## src/rtl/mbx_pkg.sv

```systemverilog
package mbx_pkg;
  localparam int unsigned REV_ADDR   = 32'h000;
  localparam int unsigned SYSC_ADDR  = 32'h010;
  localparam int unsigned SSTAT_ADDR = 32'h014;
  localparam int unsigned MSG_BASE   = 32'h040;
  localparam int unsigned FSTAT_BASE = 32'h080;
  localparam int unsigned MSTAT_BASE = 32'h0C0;
  localparam int unsigned IRQ_BASE   = 32'h100;
  localparam logic [31:0] SYSC_MASK  = 32'h0000_0011;

  typedef enum logic [3:0] {
    K_NONE, K_REV, K_SYSC, K_SSTAT, K_MSG, K_FSTAT, K_MSTAT, K_IRQST, K_IRQEN
  } reg_kind_e;
endpackage

```

## src/rtl/mbx_fifo.sv

```systemverilog
module mbx_fifo #(
  parameter int DW    = 32,
  parameter int DEPTH = 4
) (
  input  logic                         clk_i,
  input  logic                         rst_ni,
  input  logic                         push_i,
  input  logic [DW-1:0]                wdata_i,
  input  logic                         pop_i,
  output logic [DW-1:0]                head_o,
  output logic [$clog2(DEPTH+1)-1:0]   cnt_o,
  output logic                         full_o,
  output logic                         push_ok_o,
  output logic                         unfull_o
);
  localparam int CW = $clog2(DEPTH+1);
  localparam int PW = (DEPTH > 1) ? $clog2(DEPTH) : 1;

  logic [DW-1:0] mem [DEPTH];
  logic [PW-1:0] wp, rp;
  logic [CW-1:0] cnt;
  logic          pop_ok;

  function automatic logic [PW-1:0] nxt(input logic [PW-1:0] p);
    return (p == PW'(DEPTH-1)) ? '0 : p + PW'(1);
  endfunction

  assign full_o    = (cnt == CW'(DEPTH));
  assign push_ok_o = push_i && !full_o;
  assign pop_ok    = pop_i && (cnt != '0);
  assign unfull_o  = pop_ok && full_o;
  assign head_o    = (cnt != '0) ? mem[rp] : '0;
  assign cnt_o     = cnt;

  always_ff @(posedge clk_i or negedge rst_ni) begin
    if (!rst_ni) begin
      wp  <= '0;
      rp  <= '0;
      cnt <= '0;
    end else begin
      if (push_ok_o) wp <= nxt(wp);
      if (pop_ok)    rp <= nxt(rp);
      cnt <= cnt + CW'(push_ok_o) - CW'(pop_ok);
    end
  end

  always_ff @(posedge clk_i) begin
    if (push_ok_o) mem[wp] <= wdata_i;
  end

  AST_NO_OVERFLOW: assert property (@(posedge clk_i) disable iff (!rst_ni)
    cnt <= CW'(DEPTH));
  AST_DROP_FULL: assert property (@(posedge clk_i) disable iff (!rst_ni)
    (push_i && !pop_i && full_o) |=> full_o);
  AST_EMPTY_POP: assert property (@(posedge clk_i) disable iff (!rst_ni)
    (pop_i && !push_i && cnt == '0) |=> cnt == '0);
  AST_PUSH_STEP: assert property (@(posedge clk_i) disable iff (!rst_ni)
    (push_i && !pop_i && !full_o) |=> cnt == $past(cnt) + CW'(1));
endmodule

```

## src/rtl/mbx_irq_user.sv

```systemverilog
module mbx_irq_user #(
  parameter int NB = 12
) (
  input  logic          clk_i,
  input  logic          rst_ni,
  input  logic [NB-1:0] ev_i,
  input  logic          st_we_i,
  input  logic          en_we_i,
  input  logic [NB-1:0] wdata_i,
  output logic [NB-1:0] st_o,
  output logic [NB-1:0] en_o,
  output logic          irq_o
);
  logic [NB-1:0] clr;
  assign clr = st_we_i ? wdata_i : '0;

  always_ff @(posedge clk_i or negedge rst_ni) begin
    if (!rst_ni) begin
      st_o <= '0;
      en_o <= '0;
    end else begin
      st_o <= (st_o & ~clr) | ev_i;  // event wins over clear
      if (en_we_i) en_o <= wdata_i;
    end
  end

  assign irq_o = |(st_o & en_o);

  AST_W1C_CLEARS: assert property (@(posedge clk_i) disable iff (!rst_ni)
    st_we_i |=> (st_o & $past(wdata_i & ~ev_i)) == '0);
  AST_EVENT_WINS: assert property (@(posedge clk_i) disable iff (!rst_ni)
    (|ev_i) |=> (st_o & $past(ev_i)) == $past(ev_i));
  AST_ST_HOLD: assert property (@(posedge clk_i) disable iff (!rst_ni)
    (!st_we_i && ev_i == '0) |=> $stable(st_o));
  AST_IRQ_MASKED: assert property (@(posedge clk_i) disable iff (!rst_ni)
    (en_o == '0) |-> !irq_o);
endmodule

```

## src/rtl/mbx_regbank.sv

```systemverilog
module mbx_regbank
  import mbx_pkg::*;
#(
  parameter int          NUM_MBOX  = 6,
  parameter int          NUM_USERS = 4,
  parameter int          DEPTH     = 4,
  parameter int          ADDR_W    = 9,
  parameter logic [31:0] REV_VALUE = 32'h0000_0021
) (
  input  logic                 clk_i,
  input  logic                 rst_ni,
  input  logic [ADDR_W-1:0]    addr_i,
  input  logic                 we_i,
  input  logic [31:0]          wdata_i,
  input  logic                 re_i,
  output logic [31:0]          rdata_o,
  output logic [NUM_USERS-1:0] irq_o
);
  localparam int NB = 2 * NUM_MBOX;
  localparam int CW = $clog2(DEPTH+1);
  localparam int IW = $clog2(NUM_MBOX + NUM_USERS);

  reg_kind_e     kind;
  logic [IW-1:0] idx;
  logic          wr, rd;

  always_comb begin
    kind = K_NONE;
    idx  = '0;
    if (addr_i == ADDR_W'(REV_ADDR))   kind = K_REV;
    if (addr_i == ADDR_W'(SYSC_ADDR))  kind = K_SYSC;
    if (addr_i == ADDR_W'(SSTAT_ADDR)) kind = K_SSTAT;
    for (int n = 0; n < NUM_MBOX; n++) begin
      if (addr_i == ADDR_W'(MSG_BASE + 4*n))   begin kind = K_MSG;   idx = IW'(n); end
      if (addr_i == ADDR_W'(FSTAT_BASE + 4*n)) begin kind = K_FSTAT; idx = IW'(n); end
      if (addr_i == ADDR_W'(MSTAT_BASE + 4*n)) begin kind = K_MSTAT; idx = IW'(n); end
    end
    for (int u = 0; u < NUM_USERS; u++) begin
      if (addr_i == ADDR_W'(IRQ_BASE + 8*u))     begin kind = K_IRQST; idx = IW'(u); end
      if (addr_i == ADDR_W'(IRQ_BASE + 8*u + 4)) begin kind = K_IRQEN; idx = IW'(u); end
    end
  end

  assign wr = we_i;
  assign rd = re_i && !we_i;  // write takes the cycle

  logic [31:0]   head [NUM_MBOX];
  logic [CW-1:0] cnt  [NUM_MBOX];
  logic [NUM_MBOX-1:0] full, push_ok, unfull;
  logic [NB-1:0] ev;

  for (genvar n = 0; n < NUM_MBOX; n++) begin : g_mbox
    logic push, pop;
    assign push = wr && kind == K_MSG && idx == IW'(n);
    assign pop  = rd && kind == K_MSG && idx == IW'(n);
    mbx_fifo #(.DW(32), .DEPTH(DEPTH)) u_fifo (
      .clk_i     (clk_i),
      .rst_ni    (rst_ni),
      .push_i    (push),
      .wdata_i   (wdata_i),
      .pop_i     (pop),
      .head_o    (head[n]),
      .cnt_o     (cnt[n]),
      .full_o    (full[n]),
      .push_ok_o (push_ok[n]),
      .unfull_o  (unfull[n])
    );
    assign ev[2*n]   = push_ok[n];
    assign ev[2*n+1] = unfull[n];
  end

  logic [NB-1:0] st [NUM_USERS];
  logic [NB-1:0] en [NUM_USERS];

  for (genvar u = 0; u < NUM_USERS; u++) begin : g_user
    mbx_irq_user #(.NB(NB)) u_irq (
      .clk_i   (clk_i),
      .rst_ni  (rst_ni),
      .ev_i    (ev),
      .st_we_i (wr && kind == K_IRQST && idx == IW'(u)),
      .en_we_i (wr && kind == K_IRQEN && idx == IW'(u)),
      .wdata_i (wdata_i[NB-1:0]),
      .st_o    (st[u]),
      .en_o    (en[u]),
      .irq_o   (irq_o[u])
    );
  end

  logic [31:0] sysc;
  always_ff @(posedge clk_i or negedge rst_ni) begin
    if (!rst_ni)                 sysc <= '0;
    else if (wr && kind == K_SYSC) sysc <= wdata_i & SYSC_MASK;
  end

  always_comb begin
    rdata_o = '0;
    unique case (kind)
      K_REV:   rdata_o = REV_VALUE;
      K_SYSC:  rdata_o = sysc;
      K_SSTAT: rdata_o = 32'd1;
      K_MSG, K_FSTAT, K_MSTAT:
        for (int n = 0; n < NUM_MBOX; n++)
          if (idx == IW'(n))
            rdata_o = (kind == K_MSG)   ? head[n] :
                      (kind == K_FSTAT) ? 32'(full[n]) : 32'(cnt[n]);
      K_IRQST, K_IRQEN:
        for (int u = 0; u < NUM_USERS; u++)
          if (idx == IW'(u))
            rdata_o = (kind == K_IRQST) ? 32'(st[u]) : 32'(en[u]);
      default: rdata_o = '0;
    endcase
  end

  AST_SYSC_MASKED: assert property (@(posedge clk_i) disable iff (!rst_ni)
    (sysc & ~SYSC_MASK) == '0);
  AST_DUAL_NO_POP: assert property (@(posedge clk_i) disable iff (!rst_ni)
    (we_i && re_i && kind == K_MSG) |-> (unfull == '0));
endmodule

```

## config.mk

```make
export PLATFORM = sky130hd
export DESIGN_NAME = mbx_regbank
export DESIGN_NICKNAME = d
export VERILOG_FILES = /design/src/rtl/mbx_pkg.sv /design/src/rtl/mbx_fifo.sv /design/src/rtl/mbx_irq_user.sv /design/src/rtl/mbx_regbank.sv
export SDC_FILE = /design/constraint.sdc
export NUM_CORES = 1
export LEC_CHECK = 0
export BUFFER_PORTS_ARGS = -buffer_cell sky130_fd_sc_hd__buf_2
export CAP_MARGIN = 20
export CORE_MARGIN = 2
export CORE_UTILIZATION = 25
export CTS_CLUSTER_SIZE = 30
export DETAILED_ROUTE_END_ITERATION = 6
export HOLD_SLACK_MARGIN = 0.12
export PLACE_DENSITY_LB_ADDON = 0.08
export SYNTH_ARGS = -nofsm -noshare
export SYNTH_HDL_FRONTEND = slang
export SYNTH_SLANG_ARGS = --single-unit
```

## constraint.sdc

```tcl
create_clock -name clk_i -period 2.7 [get_ports clk_i]
set_input_delay 0.135 -clock clk_i [delete_from_list [all_inputs] [get_ports clk_i]]
set_output_delay 0.135 -clock clk_i [all_outputs]
set_load 0.01 [all_outputs]
```

After elaboration in Yosys (flattened, before gate mapping)
Memories as Yosys holds them, arrays and structs flattened.
Cells that the tools add are included.
{"block": "op_classes", "n_addsub": 24, "n_mul": 0, "div_mod_pow": 0, "magnitude_cmp": 0, "eq_ne": 59, "n_shift": 0, "mux": 113, "bitwise": 16, "n_reduce_logical": 65}
{"op": "$mux W32", "count": 21}
{"op": "$mux W4", "count": 50}
{"op": "$pmux W32 S5", "count": 1}
{"op": "$eq A9 B8 Y1 const B", "count": 12}
{"op": "$mux W12", "count": 9}
{"op": "$and A12 B12 Y12", "count": 8}
{"op": "$eq A9 B9 Y1 const B", "count": 8}
{"op": "$eq A9 B7 Y1 const B", "count": 6}
{"op": "$not A12 Y12", "count": 4}
{"op": "$or A12 B12 Y12", "count": 4}
{"op": "$reduce_or A12 Y1", "count": 4}
{"op": "$logic_and A1 B1 Y1", "count": 44}
{"op": "$add A2 B1 Y2 const B", "count": 12}
{"op": "$eq A2 B2 Y1 const B", "count": 12}
{"op": "$eq A4 B3 Y1 const B", "count": 6}
{"op": "$mux W2", "count": 12}
{"op": "$add A3 B1 Y3", "count": 6}
{"op": "$eq A3 B3 Y1 const B", "count": 6}
{"op": "$eq A9 B5 Y1 const B", "count": 2}
{"op": "$mux W3", "count": 6}
{"op": "$reduce_bool A3 Y1", "count": 6}
{"op": "$sub A3 B1 Y3", "count": 6}
{"op": "$eq A4 B2 Y1 const B", "count": 4}
{"op": "$mux W1", "count": 14}
{"op": "other kinds (7)", "count": 14}
{"block": "totals", "register_bits": 140, "latchBits": 0, "ramBits": 768, "mem_bits_ro": 0, "in_bits": 45, "output_inout_bits": 36, "mem_count": 6}
{"memory": "g_mbox[0].u_fifo.mem", "depth": 4, "word_bits": 32, "rd": 1, "rd_ports_with_merged_regs": 0, "write_ports": 1, "line_no": "mbx_fifo.sv:19", "text": "logic [DW-1:0] mem [DEPTH];"}
{"memory": "g_mbox[1].u_fifo.mem", "depth": 4, "word_bits": 32, "rd": 1, "rd_ports_with_merged_regs": 0, "write_ports": 1, "line_no": "mbx_fifo.sv:19"}
{"memory": "g_mbox[2].u_fifo.mem", "depth": 4, "word_bits": 32, "rd": 1, "rd_ports_with_merged_regs": 0, "write_ports": 1, "line_no": "mbx_fifo.sv:19"}
{"memory": "g_mbox[3].u_fifo.mem", "depth": 4, "word_bits": 32, "rd": 1, "rd_ports_with_merged_regs": 0, "write_ports": 1, "line_no": "mbx_fifo.sv:19"}
{"memory": "g_mbox[4].u_fifo.mem", "depth": 4, "word_bits": 32, "rd": 1, "rd_ports_with_merged_regs": 0, "write_ports": 1, "line_no": "mbx_fifo.sv:19"}
{"memory": "g_mbox[5].u_fifo.mem", "depth": 4, "word_bits": 32, "rd": 1, "rd_ports_with_merged_regs": 0, "write_ports": 1, "line_no": "mbx_fifo.sv:19"}

Depth between registers and ports, before layout
Gate-level depths: netlist (run 1).
{"block": "depth", "word_depth": 40, "ltp_mapped": 16, "mapped_depth_nobuf": 14}

Cells and area by module
Synthesis (run 1) repeated with hierarchy kept, for this count alone.
{"block": "unflattened", "cells_unflattened": 2209, "hier_area_um2": 38812.2}
{"mod": "mbx_fifo", "n_inst": 6, "cells_per_inst": 241, "area_per_inst_um2": 5278.8, "seq_area_each_um2": 4018.9}
{"mod": "mbx_irq_user", "n_inst": 4, "cells_per_inst": 69, "area_per_inst_um2": 964.7, "seq_area_each_um2": 600.6}
{"mod": "mbx_regbank", "n_inst": 1, "cells_per_inst": 487, "area_per_inst_um2": 3280.6, "seq_area_each_um2": 50.0}

Worst setup path before layout (run 1)
OpenSTA, ideal clock, no wires.
{"block": "synth_path", "kind": "input to register", "start": "in addr_i[7]", "end": "mem g_mbox[4].u_fifo.mem[0][0] (enable)", "setup_time_ns": 0.392, "arrival_ns": 2.775, "slack_ns": -0.467, "stages": 10, "cell_sequence": "buf_2 -> nor3b_1 -> a221o_1 -> o21a_1 -> nor3_4 -> nand2_2 -> or4_1 -> buf_2 -> inv_1 -> and2_1"}
{"block": "synth_between", "elab_chain_len": 36, "word_cells_on_any_way": 88, "classes_between": "eq/ne (30); mux (54); reduce/logical (4)"}
{"element": "start: declaration", "line_no": "mbx_regbank.sv:12", "text": "input logic [ADDR_W-1:0] addr_i,"}
{"element": "$logic_not A9 Y1", "line_no": "mbx_regbank.sv:30", "text": "if (addr_i == ADDR_W'(REV_ADDR)) kind = K_REV;"}
{"element": "$mux W1", "line_no": "mbx_regbank.sv:30"}
{"element": "$mux W4", "line_no": "mbx_regbank.sv:31", "text": "if (addr_i == ADDR_W'(SYSC_ADDR)) kind = K_SYSC;"}
{"element": "$mux W4", "line_no": "mbx_regbank.sv:32", "text": "if (addr_i == ADDR_W'(SSTAT_ADDR)) kind = K_SSTAT;"}
{"element": "$mux W4", "line_no": "mbx_regbank.sv:34", "text": "if (addr_i == ADDR_W'(MSG_BASE + 4*n)) begin kind = K_MSG; idx = IW'(n); end"}
{"element": "$mux W4", "line_no": "mbx_regbank.sv:35", "text": "if (addr_i == ADDR_W'(FSTAT_BASE + 4*n)) begin kind = K_FSTAT; idx = IW'(n); end"}
{"element": "$mux W4", "line_no": "mbx_regbank.sv:36", "text": "if (addr_i == ADDR_W'(MSTAT_BASE + 4*n)) begin kind = K_MSTAT; idx = IW'(n); end"}
{"element": "$mux W4", "line_no": "mbx_regbank.sv:34"}
{"element": "(+21 left out)"}
{"element": "$mux W4", "line_no": "mbx_regbank.sv:40", "text": "if (addr_i == ADDR_W'(IRQ_BASE + 8*u + 4)) begin kind = K_IRQEN; idx = IW'(u); end"}
{"element": "$eq A4 B3 Y1", "line_no": "mbx_regbank.sv:54", "text": "assign push = wr && kind == K_MSG && idx == IW'(n);"}
{"element": "$logic_and A1 B1 Y1", "line_no": "mbx_regbank.sv:54"}
{"element": "$logic_and A1 B1 Y1 (*)", "line_no": "mbx_regbank.sv:54"}
{"element": "$logic_and A1 B1 Y1 (*)", "line_no": "mbx_fifo.sv:29", "text": "assign push_ok_o = push_i && !full_o;"}
{"element": "named net g_mbox[4].u_fifo.push_ok_o", "line_no": "mbx_fifo.sv:13", "text": "output logic push_ok_o,"}
{"element": "$mux W1 (*)", "line_no": "mbx_fifo.sv:48", "text": "if (push_ok_o) mem[wp] <= wdata_i;"}
{"element": "$mux W1 (not written as such) (*)", "line_no": "mbx_fifo.sv:48"}
{"element": "end: declaration", "line_no": "mbx_fifo.sv:19"}
Mark *: on every way through the listed nets, which the timed path passes. The rest lies on a longest branch.

Worst setup path in the final report (run 1)
{"block": "layout_path", "start": "reg g_mbox[1].u_fifo.rp[0]", "end": "out rdata_o[8]"}
{"block": "layout_between", "elab_chain_len": 9}
{"element": "start: declaration", "line_no": "mbx_fifo.sv:20", "text": "logic [PW-1:0] wp, rp;"}
{"element": "start signal: assignment", "line_no": "mbx_fifo.sv:42", "text": "if (pop_ok) rp <= nxt(rp);"}
{"element": "$mem_v2 Z4 W32"}
{"element": "$mux W32", "line_no": "mbx_fifo.sv:32", "text": "assign head_o = (cnt != '0) ? mem[rp] : '0;"}
{"element": "$mux W32", "line_no": "mbx_regbank.sv:104", "text": "rdata_o = (kind == K_MSG) ? head[n] :"}
{"element": "$mux W32 (5 in a row)", "line_no": "mbx_regbank.sv:103", "text": "if (idx == IW'(n))"}
{"element": "$pmux W32 S5", "line_no": "mbx_regbank.sv:97", "text": "unique case (kind)"}
{"element": "end: declaration", "line_no": "mbx_regbank.sv:16", "text": "output logic [31:0] rdata_o,"}
No other way between the ends.

==> key figures, run 1 <==
CTS
  • Cell at the root of the clock tree: clkbuf_16
  • Skew-Pair Late Insertion Delay: 730 ps
  • CTS tree: done
  • Reg clk slew, reported paths: 60 ps
  • CTS Buf Count: 105
  • H-tree depth: 3
  • Sink Count: 908
  • Max Buffers Root-to-Sink: 3

Routing
  • DRT Pass-1 Iters: 7
  • Remaining DRCs: 0
  • Via Count: 20700
  • Met2 wire len: 60500 um
  • Total Wirelength: 121000 um
  • M1 WL: 54400 um
  • WL/cell: 27.2 um
  • Via/cell ratio: 4.66
  • Detail Route Antenna Nets: 0
  • 1st-iter DRT viols: 1442
  • Top sig layer: met4
  • Met3 WL: 3650 um

Critical path
  • Critical Path RT: 2570 ps
  • Crit path capture type: output pin
  • CP Class: reg2out
  • Arr. time, crit path: 2930 ps
  • Startpoint types: flop
  • Largest fanout on the critical path: 4

Layout
  • Area growth, synth to finish: 28.7%
  • Design area: 47400 um2
  • Layout Nets: 2536
  • Ant diodes: 0
  • Layout cells sized above 1: 38.5%

Outcome
  • Status: finished with violations
  • Failing checks: negative setup slack

Logic synthesis
  • Post-synth EDFFs: 768
  • Post-synth top cells: edfxtp_1 (768), nand2_1 (205), mux4_2 (192)
  • Top-area cell type share of the netlist area: 62.7%
  • Synth Flop Type: edfxtp_1
  • Number of synthesized register bits: 908
  • Post-synth cell types: 60
  • Seq/Total Area, Yosys: 72.2%
  • Area contributors post-synth: edfxtp_1 (63%), mux4_2 (12%), dfrtp_1 (9.5%)
  • Cell Area, Synth: 36800 um2
  • Asr flop ratio synth: 15.4%
  • Syn nets: 2118
  • Area leader, netlist: edfxtp_1
  • Avg Inst Size Synth: 18.2 um2
  • Synthesis Warnings: 0
  • Most frequent cell after synthesis: edfxtp_1
  • Mapped Cells: 2025

Power and ir drop
  • Power Density: 686 nW/um2
  • VDD IR-drop max: 0.000589 V
  • Leak: 16.3 nW

STA
  • Final Cycle Share: 114%
  • Post-route minimum period: 3070 ps
  • Worst Setup Slack, final: -366 ps
  • RSZ-0062 raised after global routing: true
  • Slew Viols, Final: 0
  • Slew Limit Headroom: 40.8%
  • Worst Max-Slew Pin Slew: 889 ps
  • Fmax: 326 MHz
  • Final Hold Viols: 0
  • Final hold slack: 113 ps
  • Final setup viols: 32
  • Clock skew: 38.8 ps

Place
  • Area after DPL: 42100 um2
  • Post-detail-place hpwl: 80400 um
  • Setup WS pre-CTS: -757 ps
  • RePlAce Congestion: 0.811
  • Port bufs: 80

Floorplanning
  • Starting density of the core: 25.2%
  • Core area: 146000 um2
  • Top Ports: 81
  • Die Wd: 388 um
  • Die area: 150000 um2
  • Core Rows: 140
  • Die H: 388 um

GRT
  • Vias in the first global route: 22300
  • Antenna violations before repair: 2
  • First-pass GRT wire length: 173000 um
  • Largest net degree at the start of global routing: 66
  • GR Overflow Total: 0
  • GRT Total Usage: 16.2%

Job
  • Max cap viols: 0

Hold path
  • Hold WC Path Type: in2reg
## critical path: stages (launching register included)
cell,delay (ps)
dfrtp_4,530
buf_8,150
buf_6,100
mux4_2,530
a22oi_2,260
buf_4,180
nand3_4,90
a32o_2,250
buf_6,120
## cell type report
type | count | area (um2)
clock buffer | 129 | 2850
clock inverter | 67 | 732
fill | 14000 | 98600
inverter | 44 | 170
multi-input combinational | 963 | 10400
sequential | 908 | 26600
tap | 1917 | 2400
timing repair buffer | 421 | 4220
## cells in the final DEF (no fill, tap or decap), types with 53 or more instances in the layout
master and instances:
nand2_1 205, clkbuf_16 107, buf_2 72, mux4_2 192, buf_12 73, a22oi_2 53, edfxtp_1 768, mux2_2 60
dfrtp_1 127, buf_4 206
## stage by stage
| step | setup TNS [ps] | std cells | total power, mW | util [%] |
|---|---|---|---|---|
| after floorplan | -5460 | 2025 | 16.7 | - |
| after global placement | -137930 | 4188 | 17.9 | 28.8 |
| after detailed placement | -144760 | 4188 | 17.9 | 28.8 |
| after CTS | -11240 | 4451 | 33.0 | 32.4 |
| after global routing | -10260 | 4449 | 33.7 | 32.5 |
| final | -6290 | 4449 | 32.5 | 32.5 |
## flip-flops by register name, summed over array words and instances (netlist names)
register and count:
g_mbox.u_fifo.wp 12, sysc 2, g_mbox.u_fifo.cnt_o 18, g_user.u_irq.en_o 48
g_mbox.u_fifo.mem 768, g_user.u_irq.st_o 48, g_mbox.u_fifo.rp 12
## layer usage
layer / vias to the layer above / track usage (%)
li1: 8960 / -
met1: 11300 / 21.7
met2: 371 / 27.7
met3: 138 / 2.27
met4: 0 / 3.48
met5: - / 0
## repair_timing
action / 4_1_cts / 5_1_grt
resized for setup: 158 / 38
buffers inserted: 45 / 8
cloned: 2 / 0
hold endpoints to repair: 934 / 0
setup endpoints to repair: 32 / 34
pin swaps: 66 / 37
hold buffers: 36 / 0
## path summary, 6_finish.rpt
path / startpoint / to / slack, ps / cells after the start
max in group asynchronous: rst_ni / g_mbox[4].u_fifo.rp[0]$_DFFE_PN0P_ / 1640 / 4
min: wdata_i[4] / g_mbox[1].u_fifo.mem[2][4]$_DFFE_PP_ / 110 / 1
min in group asynchronous: rst_ni / g_user[0].u_irq.st_o[0]$_DFF_PN0_ / 610 / 4
max: g_mbox[1].u_fifo.rp[0]$_DFFE_PN0P_ / rdata_o[8] / -370 / 8
min reg2reg: g_user[3].u_irq.st_o[9]$_DFF_PN0_ / g_user[3].u_irq.st_o[9]$_DFF_PN0_ / 500 / 2
max reg2reg: g_mbox[0].u_fifo.cnt_o[0]$_DFF_PN0_ / g_mbox[0].u_fifo.cnt_o[2]$_DFF_PN0_ / 210 / 13
## cell families (layout without fill, tap and decap cells)
logic type,count (synthesis),in the layout,synth area share (%)
XOR/XNOR,12,12,0.286
multiplexers,282,282,14.4
AND/OR/NAND/NOR,354,354,4.34
flip-flops,908,908,72.2
AO/OA/AOI/OAI,267,267,5.26
adder cells (fa/ha/maj),48,48,1.76
buffers and inverters,154,661,1.73
## power breakdown
group | switching [mW] | internal [mW] | total (mW)
Combinational | 1.35 | 1.01 | 2.36
Clock | 6.01 | 8.58 | 14.6
Sequential | 0.159 | 15.4 | 15.5
Total | 7.52 | 25.0 | 32.5
No activity file was read; power rests on OpenSTA's default activity.
==> inputs of run 2 (changes only) <==
--- a/config.mk
+++ b/config.mk
@@ -13,6 +13,8 @@
 export DETAILED_ROUTE_END_ITERATION = 6
 export HOLD_SLACK_MARGIN = 0.12
 export PLACE_DENSITY_LB_ADDON = 0.08
+export REMOVE_ABC_BUFFERS = 1
+export SKIP_LAST_GASP = 1
 export SYNTH_ARGS = -nofsm -noshare
 export SYNTH_HDL_FRONTEND = slang
 export SYNTH_SLANG_ARGS = --single-unit
==> key figures, run 2 (synthesized netlist as in run 1, its figures left out) <==
Outcome
  • Status: finished with violations
  • Failing checks: negative setup slack

Layout
  • Design area: 47100 um2
  • Most common cell after layout, fill and taps aside: edfxtp_1
  • Layout cells sized above 1: 37.0%
  • Sequential Area: 26600 um2
  • Post-layout util: 32.3%
  • Most frequent cells in the layout: edfxtp_1 (768), buf_4 (225), nand2_1 (203)
  • Layout Cells excl Fill: 4468
  • Multi-input logic area: 10200 um2
  • Max reg flops: 768
  • Regs by FF count: g_mbox.u_fifo.mem x768, g_user.u_irq.en_o x48, g_user.u_irq.st_o x48
  • Area growth, synth to finish: 28.0%
  • Layout Nets: 2554
  • Top reg by flops: g_mbox.u_fifo.mem
  • # fillers: 14100

Critical path
  • Crit path capture type: output pin
  • Arr. time, crit path: 2890 ps
  • Highest cell delay on the worst timing path: 530 ps
  • Critical Path RT: 2570 ps
  • Largest fanout on the critical path: 7
  • Crit path cell chain: buf_12 -> buf_4 -> mux4_2 -> a22oi_2 -> nand3_2 -> a32o_2 -> buf_2
  • CP Class: reg2out
  • Slowest CP cell: dfrtp_4
  • Startpoint types: flop

Routing
  • DRT Pass-1 Iters: 5
  • Total Wirelength: 121000 um
  • Detail Route Antenna Nets: 0
  • Remaining DRCs: 0
  • 1st-iter DRT viols: 1596
  • Via/cell ratio: 4.68
  • Via Count: 20900
  • WL/cell: 27.1 um

Floorplanning
  • Die H: 388 um
  • Core area: 146000 um2
  • Core Rows: 140
  • Die Wd: 388 um
  • Starting density of the core: 25.2%
  • Top Ports: 81
  • Die area: 150000 um2

Power and ir drop
  • Switch Pwr: 7.45 mW
  • Switch share: 23.3%
  • Flop pwr share: 48.6%
  • VDD IR-drop max: 0.000498 V
  • Pint: 24.5 mW
  • Power Density: 679 nW/um2
  • Logic pwr share: 7.3%
  • Leak: 16.3 nW
  • Part of the power in the clock network: 44.1%

STA
  • Final hold slack: 223 ps
  • Final Hold Viols: 0
  • Final Cycle Share: 112%
  • Worst Max-Slew Pin Slew: 968 ps
  • Final setup viols: 32
  • Clock skew: 42.7 ps
  • Post-route minimum period: 3030 ps
  • Worst Setup Slack, final: -328 ps
  • Slew Limit Headroom: 35.5%
  • Slew Viols, Final: 0
  • Fmax: 330 MHz
  • RSZ-0062 raised after global routing: true

GRT
  • GRT Total Usage: 16.0%
  • Vias in the first global route: 22200
  • GR Overflow Total: 0
  • Largest net degree at the start of global routing: 57
  • Antenna violations before repair: 5
  • First-pass GRT wire length: 171000 um

Job
  • Max cap viols: 0

Place
  • Post-detail-place hpwl: 81700 um
  • Port bufs: 80
  • # placed instances: 4186
  • RePlAce Congestion: 0.849
  • Setup WS pre-CTS: -451 ps
  • Area after DPL: 42100 um2

CTS
  • H-tree depth: 3
  • Max Buffers Root-to-Sink: 3
  • Reg clk slew, reported paths: 60 ps
  • Sink Count: 908
  • Skew-Pair Late Insertion Delay: 740 ps
  • CTS tree: done
  • CTS Buf Count: 106
  • Cell at the root of the clock tree: clkbuf_16

Hold path
  • Hold WC Path Type: in2reg
-- run 2: cell count changes in the layout (fill, tap and decap cells not counted), moves of 9 or more --
cell / change
buf_4: +19
clkbuf_8: -9
a41oi_2: -12
a22oi_1: +11
a41oi_1: +12
clkbuf_1: +9
clkinv_1: +11
clkinv_2: -13
a22oi_2: -11
-- run 2: layer usage --
| layer | track usage (%) | vias up | share of wire (%) |
|---|---|---|---|
| met1 | 22.0 | 11300 | 46 |
| met3 | 2.45 | 132 | 3.5 |
| li1 | - | 9009 | - |
| met4 | 3.56 | 0 | 1.9 |
| met2 | 26.8 | 428 | 49 |
| met5 | 0 | - | 0 |
-- run 2: final cells by class --
cell class | instances | share of cell area [%]
well taps | 1917 | 5.09
inverters | 44 | 0.351
diodes | 1 | 0.00531
clock buffers | 129 | 5.86
flip-flops and latches | 908 | 56.5
clock inverters | 68 | 1.38
multi-input cells | 963 | 21.6
repair buffers | 438 | 9.21
-- run 2: through the flow --
stage / power (mW) / setup TNS, ps
global placement: 17.8 / -150930
finish: 32.0 / -8030
detailed placement: 17.8 / -155170
CTS: 32.4 / -12600
floorplan: 16.7 / -809950
global route: 33.2 / -11980
-- run 2: worst paths after layout --
path	start	to	slack, ps	cells past startpoint
worst max-delay path	g_mbox[1].u_fifo.rp[0]$_DFFE_PN0P_	rdata_o[6]	-330	7
worst min-delay path	re_i	g_mbox[1].u_fifo.rp[0]$_DFFE_PN0P_	220	6
worst max register to register	g_mbox[3].u_fifo.cnt_o[1]$_DFF_PN0_	g_mbox[3].u_fifo.cnt_o[2]$_DFF_PN0_	180	11
worst min register to register	g_user[3].u_irq.st_o[8]$_DFF_PN0_	g_user[3].u_irq.st_o[8]$_DFF_PN0_	510	2
max in group asynchronous	rst_ni	g_mbox[3].u_fifo.rp[1]$_DFFE_PN0P_	1770	4
min in group asynchronous	rst_ni	g_mbox[3].u_fifo.cnt_o[2]$_DFF_PN0_	550	4
-- run 2: repair_timing --
| action | in CTS | in global routing |
|---|---|---|
| gates resized for setup | 115 | 44 |
| setup endpoints to repair | 32 | 32 |
| pin swaps | 34 | 37 |
| hold endpoints to repair | 951 | 0 |
| buffers inserted | 35 | 21 |
| gates cloned | 0 | 1 |
| hold buffers | 37 | 0 |
-- run 2: critical path, delay by kind of cell (launching register included) --
| kind | cells | cell delay, ps |
|---|---|---|
| compound gates | 2 | 480 |
| buf+inv | 3 | 470 |
| mux | 1 | 520 |
| flops | 1 | 530 |
| simple gates | 1 | 130 |
-- run 2: power groups by stage --
stage | logic [mW] | clock network [mW] | registers [mW]
final | 2.33 | 14.1 | 15.5
after global routing | 2.52 | 15.1 | 15.6
after CTS | 2.26 | 14.6 | 15.5
after detailed placement | 2.00 | 0 | 15.8
after global placement | 1.98 | 0 | 15.8
after floorplan | 0.815 | 0 | 15.8
